## src/rtl/acg_pkg.sv

```systemverilog
package acg_pkg;
  localparam int MODE_W = 3;
  localparam int NMODES = 1 << MODE_W;

  typedef struct packed {
    logic              hit;
    logic              ro;
    logic              destr;
    logic [NMODES-1:0] allow;
  } acg_region_t;
endpackage

```

## src/rtl/acg_region_lookup.sv

```systemverilog
module acg_region_lookup
  import acg_pkg::*;
#(
  parameter int                     AW    = 8,
  parameter int                     NREG  = 4,
  parameter logic [NREG*AW-1:0]     BASE  = '0,
  parameter logic [NREG*AW-1:0]     LAST  = '0,
  parameter logic [NREG-1:0]        RO    = '0,
  parameter logic [NREG-1:0]        DESTR = '0,
  parameter logic [NREG*NMODES-1:0] MASKS = '0
) (
  input  logic [AW-1:0] addr,
  output acg_region_t   region
);
  logic [NREG-1:0] match;

  // one comparator pair per range
  for (genvar g = 0; g < NREG; g++) begin : g_cmp
    localparam logic [AW-1:0] LO = BASE[g*AW +: AW];
    localparam logic [AW-1:0] HI = LAST[g*AW +: AW];
    assign match[g] = (addr >= LO) && (addr <= HI);
  end

  // lowest index wins on overlap
  always_comb begin
    region = '0;
    for (int i = NREG - 1; i >= 0; i--) begin
      if (match[i]) begin
        region.hit   = 1'b1;
        region.ro    = RO[i];
        region.destr = DESTR[i];
        region.allow = MASKS[i*NMODES +: NMODES];
      end
    end
  end
endmodule

```

## src/rtl/acg_mode_check.sv

```systemverilog
module acg_mode_check
  import acg_pkg::*;
#(
  parameter logic [NMODES-1:0] DATA_MODES = 8'h3B
) (
  input  acg_region_t       region,
  input  logic [MODE_W-1:0] mode,
  input  logic              rd,
  input  logic              sec,
  input  logic              log_en,
  input  logic              log_ack,
  output logic              bad
);
  logic exempt;
  logic ro_viol;
  logic mode_viol;

  // secondary-address and logical data-space cycles never flag
  assign exempt    = sec | (log_en & ~log_ack);
  assign ro_viol   = region.ro & ~rd & DATA_MODES[mode];
  assign mode_viol = ~region.allow[mode];

  always_comb begin
    if (exempt)           bad = 1'b0;
    else if (!region.hit) bad = 1'b1;
    else                  bad = ro_viol | mode_viol;
  end
endmodule

```

## src/rtl/acg_resp_latch.sv

```systemverilog
module acg_resp_latch (
  input  logic clk,
  input  logic rst,
  input  logic stb1,
  input  logic bad_c,
  input  logic destr_c,
  input  logic rd_in,
  output logic bad_q,
  output logic rd_out
);
  logic destr_q;
  logic eff_bad;
  logic eff_destr;

  // transparent view while strobe 1 is high, held view after
  assign eff_bad   = stb1 ? bad_c   : bad_q;
  assign eff_destr = stb1 ? destr_c : destr_q;

  always_ff @(posedge clk) begin
    if (rst) begin
      bad_q   <= 1'b0;
      destr_q <= 1'b0;
      rd_out  <= 1'b0;
    end else begin
      if (stb1) begin
        bad_q   <= bad_c;
        destr_q <= destr_c;
      end
      rd_out <= rd_in & ~(eff_bad & eff_destr);
    end
  end

  assert_hold_R8: assert property (@(posedge clk) disable iff (rst)
    !stb1 |=> $stable(bad_q));

  assert_follow_R8: assert property (@(posedge clk) disable iff (rst)
    stb1 |=> (bad_q == $past(bad_c)));

  assert_strobe_src_R9: assert property (@(posedge clk) disable iff (rst)
    rd_out |-> $past(rd_in));
endmodule

```

## src/rtl/acg_decoder.sv

```systemverilog
module acg_decoder
  import acg_pkg::*;
#(
  parameter int                     AW         = 8,
  parameter int                     NREG       = 4,
  parameter logic [NREG*AW-1:0]     BASE       = {8'h30, 8'h20, 8'h10, 8'h00},
  parameter logic [NREG*AW-1:0]     LAST       = {8'h3F, 8'h23, 8'h17, 8'h0F},
  parameter logic [NREG-1:0]        RO         = 4'b0110,
  parameter logic [NREG-1:0]        DESTR      = 4'b0100,
  parameter logic [NREG*NMODES-1:0] MASKS      = {8'hC7, 8'hFF, 8'hFF, 8'hFF},
  parameter logic [NMODES-1:0]      DATA_MODES = 8'h3B
) (
  input  logic              clk,
  input  logic              rst,
  input  logic              stb1_phase,
  input  logic [MODE_W-1:0] op_mode,
  input  logic              op_read,
  input  logic [AW-1:0]     off_addr,
  input  logic              sec_cycle,
  input  logic              log_addr_en,
  input  logic              log_ack,
  input  logic              usr_rd_in,
  output logic              addr_bad,
  output logic              usr_rd_out
);
  acg_region_t region;
  logic        bad_c;

  acg_region_lookup #(
    .AW(AW), .NREG(NREG), .BASE(BASE), .LAST(LAST),
    .RO(RO), .DESTR(DESTR), .MASKS(MASKS)
  ) lookup_i (
    .addr   (off_addr),
    .region (region)
  );

  acg_mode_check #(.DATA_MODES(DATA_MODES)) check_i (
    .region  (region),
    .mode    (op_mode),
    .rd      (op_read),
    .sec     (sec_cycle),
    .log_en  (log_addr_en),
    .log_ack (log_ack),
    .bad     (bad_c)
  );

  acg_resp_latch latch_i (
    .clk     (clk),
    .rst     (rst),
    .stb1    (stb1_phase),
    .bad_c   (bad_c),
    .destr_c (region.destr),
    .rd_in   (usr_rd_in),
    .bad_q   (addr_bad),
    .rd_out  (usr_rd_out)
  );

  assert_reset_R1: assert property (@(posedge clk) disable iff (rst)
    $past(rst) |-> (!addr_bad && !usr_rd_out));

  assert_exempt_R4: assert property (@(posedge clk) disable iff (rst)
    (stb1_phase && sec_cycle) |=> !addr_bad);

  assert_logical_R5: assert property (@(posedge clk) disable iff (rst)
    (stb1_phase && log_addr_en && !log_ack) |=> !addr_bad);

  assert_destr_block_R9: assert property (@(posedge clk) disable iff (rst)
    (stb1_phase && usr_rd_in && bad_c && region.destr) |=> !usr_rd_out);
endmodule

```

## config.mk

```make
export PLATFORM = sky130hd
export DESIGN_NAME = acg_decoder
export DESIGN_NICKNAME = d
export VERILOG_FILES = /design/src/rtl/acg_pkg.sv /design/src/rtl/acg_region_lookup.sv /design/src/rtl/acg_mode_check.sv /design/src/rtl/acg_resp_latch.sv /design/src/rtl/acg_decoder.sv
export SDC_FILE = /design/constraint.sdc
export NUM_CORES = 1
export LEC_CHECK = 0
export ABC_CLOCK_PERIOD_IN_PS = 1350
export BUFFER_PORTS_ARGS = -buffer_cell sky130_fd_sc_hd__buf_4
export CAP_MARGIN = 20
export CORE_AREA = 4 4 41 43
export DETAILED_ROUTE_END_ITERATION = 6
export DIE_AREA = 0 0 45 47
export SETUP_SLACK_MARGIN = 0.1
export SYNTH_ARGS = -nofsm -noshare
export SYNTH_HDL_FRONTEND = slang
export SYNTH_SLANG_ARGS = --single-unit
```

## constraint.sdc

```tcl
create_clock -name clk -period 1.35 [get_ports clk]
set_input_delay 0.2025 -clock clk [delete_from_list [all_inputs] [get_ports clk]]
set_output_delay 0.2025 -clock clk [all_outputs]
set_load 0.01 [all_outputs]
```

## Word level (Yosys, flattened, before mapping)

Memories as Yosys holds them, arrays and structs flattened.
Index checks and enable logic that the tools add are counted.

| word-level totals | value |
|---|---|
| bits in registers | 3 |
| bits in read-only memories | 8 |
| input port bits | 19 |
| logic and storage cells | 39 |
| memories kept | 1 |

Memories:

| name | depth | bits a word | rd ports | clocked after memory_dff | wr ports | RTL line | source |
|---|---|---|---|---|---|---|---|
| (name not given) | 8 | 1 | 1 | 0 | 0 | acg_mode_check.sv:20 | `assign ro_viol = region.ro & ~rd & DATA_MODES[mode];` |

| cells by class | value |
|---|---|
| $lt $le $gt $ge | 9 |
| multiplexer cells | 11 |
| bitwise logic cells | 11 |
| reduce and logical (&&, ||, !) cells | 4 |

Operators by type and width:

| kind | number |
|---|---|
| $mux 11 | 4 |
| $ge 8x6->1 const B | 2 |
| $le 8x6->1 const B | 2 |
| $ge 8x1->1 const B | 1 |
| $ge 8x5->1 const B | 1 |
| $le 8x4->1 const B | 1 |
| $le 8x5->1 const B | 1 |
| $mux 1 | 6 |
| $and 1x1->1 | 5 |
| $logic_and 1x1->1 | 4 |
| $lt 3x4->1 const B | 1 |
| $not 1->1 | 4 |
| $bmux 1 s3 | 1 |
| $or 1x1->1 | 2 |

## Logic depth before layout (Yosys ltp)

| logic depth | value |
|---|---|
| word-level depth | 16 |
| depth in mapped cells | 4 |

## By module

From an unflattened synthesis, not the netlist that was laid out.

| second synthesis, totals | value |
|---|---|
| cells, all modules | 39 |
| area total of the unflattened synthesis | 340.3 um^2 |

Modules (own cells, without submodules):

| module | instances | cells each | area an instance (um^2) | seq. area each (um^2) |
|---|---|---|---|---|
| acg_region_lookup | 1 | 19 | 137.6 | 0.0 |
| acg_resp_latch | 1 | 10 | 110.1 | 60.1 |
| acg_mode_check | 1 | 10 | 92.6 | 0.0 |

## Least setup slack after synthesis

Ideal clock, no wire load.

| timing | value |
|---|---|
| path kind | input port to flip-flop |
| start point | input off_addr[6] |
| end point | register latch_i.bad_q |
| library setup time | 0.115 ns |
| arrival | 1.018 ns |
| required time | 1.235 ns |
| slack | 0.217 ns |
| stages on the path | 4 |
| buffers on the path | 0 |
| path through | or4_1 > nand4b_1 > a211oi_1 > o21ba_1 |

| on the way | value |
|---|---|
| word-level cells in the longest chain between the ends | 13 |

RTL lines:

| element | RTL line | source |
|---|---|---|
| from (decl) | acg_decoder.sv:18 | `input logic [AW-1:0] off_addr,` |
| $ge 8x6->1 / $le 8x6->1 (equally long branches) | acg_region_lookup.sv:21 | `assign match[g] = (addr >= LO) && (addr <= HI);` |
| $logic_and 1x1->1 | acg_region_lookup.sv:21 |  |
| $mux 11 (3 in series) | acg_region_lookup.sv:28 | `if (match[i]) begin` |
| $mux 11 * | acg_region_lookup.sv:28 |  |
| $bmux 1 s3 | acg_mode_check.sv:21 | `assign mode_viol = ~region.allow[mode];` |
| $mux 1 (implied by the code) | acg_mode_check.sv:21 |  |
| $not 1->1 | acg_mode_check.sv:21 |  |
| $or 1x1->1 | acg_mode_check.sv:26 | `else bad = ro_viol \| mode_viol;` |
| $mux 1 * | acg_mode_check.sv:25 | `else if (!region.hit) bad = 1'b1;` |
| $mux 1 * | acg_mode_check.sv:24 | `if (exempt) bad = 1'b0;` |
| $mux 1 * | n/a |  |
| to (signal assigned) | acg_resp_latch.sv:21 | `bad_q <= 1'b0;` |
| to (signal assigned) | acg_resp_latch.sv:26 | `bad_q <= bad_c;` |
| to (decl) | acg_resp_latch.sv:8 | `output logic bad_q,` |

Mark *: on every way between the ends. The rest lies on a longest branch, timed or not. The select of a mux whose other input is x is not followed.
A chain may end at the register's enable or synchronous reset.

## Final worst setup path

Same ends and word-level chain as after synthesis.

==> results.json <==
{
  "pre_cts_slack_ns": 0.0367,
  "ctsHtreeMaxLevel": 1,
  "routabilityCongestion": 0.735,
  "post_drt_wl_per_cell_um": 9.77,
  "cts_resized": 0,
  "report.final.hold_viol_count": 0,
  "setup_viol_count_final": 0,
  "clk_pin_slew_ns": 0.04,
  "ir_drop_mv": 0.298,
  "netlist_area_sq_um": 229,
  "critical_path.reg2reg.endpoint": "latch_i.rd_out$_SDFF_PP0_",
  "most-common-layout-cells": "18 x sky130_fd_sc_hd__buf_4, 5 x sky130_fd_sc_hd__nor2b_1, 3 x sky130_fd_sc_hd__clkbuf_4, 3 x sky130_fd_sc_hd__dfxtp_1, 2 x sky130_fd_sc_hd__nand2b_1",
  "layout.cells.non_filler": 64,
  "syn2layout_area_growth_pct": 78.7,
  "slowest_stage_cell_cp": "sky130_fd_sc_hd__or4_1",
  "worst_r2r_path_depth": 4,
  "path_max_fanout": 3,
  "layout_commonest_cell": "sky130_fd_sc_hd__buf_4",
  "routed_wl_um": 625,
  "finalWorstPathRequiredPeriod_ns": 1.08,
  "clkLatencyLatePin_ns": 0.23,
  "number_of_distinct_standard_cells_referenced_by_the_synthesized_netlist": 20,
  "finish.net_count": 69,
  "r2r_start": "latch_i.bad_q$_SDFF_PP0_",
  "grt_setup_unrepaired": "false",
  "worstHoldPathType": "primary input to register",
  "critical_path.startpoint_type": "primary input",
  "syn-mean-instance-area_sq_um": 8.48,
  "design.portCount": 21,
  "synth_warnings": 0,
  "remaining_drc_errors": 0,
  "layout_setup_ws_ns": 0.270,
  "n_antenna_cell": 0,
  "hold_depth": 2,
  "cts.root.buffer_cell": "sky130_fd_sc_hd__clkbuf_4",
  "p_leak_uw": 0.000203,
  "outcome": "completed",
  "synth-seq-cells": 3,
  "layout-drive-gt1-share_pct": 49.0,
  "post-route-util_pct": 31.4,
  "synthesis.nets": 46,
  "die-area_sq_um": 2120,
  "grt_use_total_pct": 6.70,
  "floorplan.die.width_um": 45,
  "detail_route.first_pass.iterations": 1,
  "post_drt_via_cell_ratio": 4.44,
  "port-buffer-count": 18,
  "min_period_over_period_pct": 80.0,
  "synthDominantCellAreaShare_pct": 26.2,
  "cellPowerDensity_nw_per_um2": 801,
  "layout.filler_cells": 146,
  "report.final.slew_viol_count": 0,
  "post-cts-setup-buffer-count": 0,
  "worst-slew-pin-transition_ns": 0.250,
  "grt_start_max_net_pins": 5,
  "worst_hold_startpoint": "rst",
  "timing.max_slew.rel_slack_pct": 83.2,
  "worstPathCellList": "buf_4, or4_1, nand4b_1, a211oi_1, o21ba_1",
  "post_synth_inst_count": 27,
  "floorplan.core_area_sq_um": 1300,
  "clk_path_buf_depth": 2,
  "skew_ns": 0.00428,
  "grt_overflow": 0,
  "core.rowCount": 13,
  "cts_tree": "yes",
  "hold_buffers": 0,
  "end_kind": "register",
  "grt_pass1_vias": 304,
  "timing.fmax_mhz": 926,
  "netlist.top_cell.by_area": "sky130_fd_sc_hd__dfxtp_1",
  "antenna_violation_net_count_after_detailed_routing": 0,
  "worst-r2r-setup-slack_ns": 0.37,
  "cpPeakStageDelay_ns": 0.51,
  "path_buf_inv": 1,
  "maxCapViolations": 0,
  "vias": 284,
  "post-place-cells": 60,
  "place_hpwl_um": 535,
  "fp.dieH_um": 47,
  "worstPathArrival_ns": 1.21,
  "tritoncts.num_buffers": 3,
  "grt_antenna_before_repair": 0,
  "finalSetupTns_ns": 0,
  "post_synth_main_area_contributors": "sky130_fd_sc_hd__dfxtp_1 26%, sky130_fd_sc_hd__nor2b_1 14%, sky130_fd_sc_hd__and4bb_2 5.5%, sky130_fd_sc_hd__nand2b_1 5.5%, sky130_fd_sc_hd__o211a_1 4.4%",
  "min_to": "latch_i.destr_q$_SDFF_PP0_",
  "synth-seq-area-share_pct": 26.2,
  "clock_sinks": 3,
  "grt_first_pass_wirelength_um": 972,
  "floorplan.initialDensity_pct": 17.6,
  "required_ns": 1.48,
  "critPathTopFamily": "simple AND/OR/NAND/NOR gates",
  "drt_iter0_drc": 0,
  "criticalPathCategory": "primary input to register"
}
-- routing by layer --
layer / GRT usage (%) / vias to the layer above / wire length [um]
li1: - / 145 / -
met1: 5.20 / 129 / 230
met2: 12.1 / 8 / 348
met3: 2.30 / 2 / 31
met4: 7.60 / 0 / 14
met5: 0 / - / 0
-- metrics by stage --
stage	hold slack, ns	total power (uW)	instance area (sq um)
2_1_floorplan	0.275	122	229
3_3_place_gp	0.383	171	383
3_5_place_dp	0.382	172	383
4_1_cts	0.136	332	409
5_1_grt	0.141	344	409
6_report	0.137	328	409
-- worst max path at each step --
| stage | slack (ns) | endpoint | from | depth (start not counted) |
|---|---|---|---|---|
| 2_1_floorplan | 0.22 | latch_i.bad_q$_SDFF_PP0_ | off_addr[6] | 4 |
| 3_3_place_gp | 0.03 | latch_i.bad_q$_SDFF_PP0_ | off_addr[6] | 5 |
| 3_5_place_dp | 0.04 | latch_i.bad_q$_SDFF_PP0_ | off_addr[6] | 5 |
| 4_1_cts | 0.28 | latch_i.bad_q$_SDFF_PP0_ | off_addr[6] | 5 |
| 5_1_grt | 0.25 | latch_i.bad_q$_SDFF_PP0_ | off_addr[6] | 5 |
| 6_report | 0.27 | latch_i.bad_q$_SDFF_PP0_ | off_addr[6] | 5 |
-- state kept, by name (all words and copies together), names as in the netlist --
signal / cells
latch_i.bad_q: 1
latch_i.destr_q: 1
latch_i.rd_out: 1
-- power breakdown --
part | internal [uW] | total, uW | switching (uW)
clock network | 111 | 157 | 46.7
logic | 49.6 | 75.2 | 25.6
registers | 93.6 | 94.9 | 1.24
total | 254 | 328 | 73.6
-- cells in the mapped netlist --
cell type,number
sky130_fd_sc_hd__a211oi_1,1
sky130_fd_sc_hd__a21o_2,1
sky130_fd_sc_hd__a31oi_1,1
sky130_fd_sc_hd__a32oi_1,1
sky130_fd_sc_hd__and4bb_2,1
sky130_fd_sc_hd__dfxtp_1,3
sky130_fd_sc_hd__inv_1,1
sky130_fd_sc_hd__nand2_1,1
sky130_fd_sc_hd__nand2b_1,2
sky130_fd_sc_hd__nand4b_1,1
sky130_fd_sc_hd__nor2_1,1
sky130_fd_sc_hd__nor2b_1,5
sky130_fd_sc_hd__nor3_1,1
sky130_fd_sc_hd__nor3b_1,1
sky130_fd_sc_hd__o211a_1,1
sky130_fd_sc_hd__o21a_2,1
sky130_fd_sc_hd__o21ai_0,1
sky130_fd_sc_hd__o21ba_1,1
sky130_fd_sc_hd__or2b_1,1
sky130_fd_sc_hd__or4_1,1
-- final cells by class --
class	instances	area, sq um	area share (%)
clock buffer	4	26.3	6.42
sequential	3	60.1	14.7
tap	15	18.8	4.59
timing repair buffer	18	135	33.0
multi-input combinational	23	165	40.4
inverter	1	3.75	0.917
-- cell families after synthesis --
family / after synthesis / synth area share (%)
buf+inv: 1 / 1.64
simple gates: 15 / 43.7
flops: 3 / 26.2
compound gates: 8 / 28.4
No activity file was read; power rests on OpenSTA's default activity.
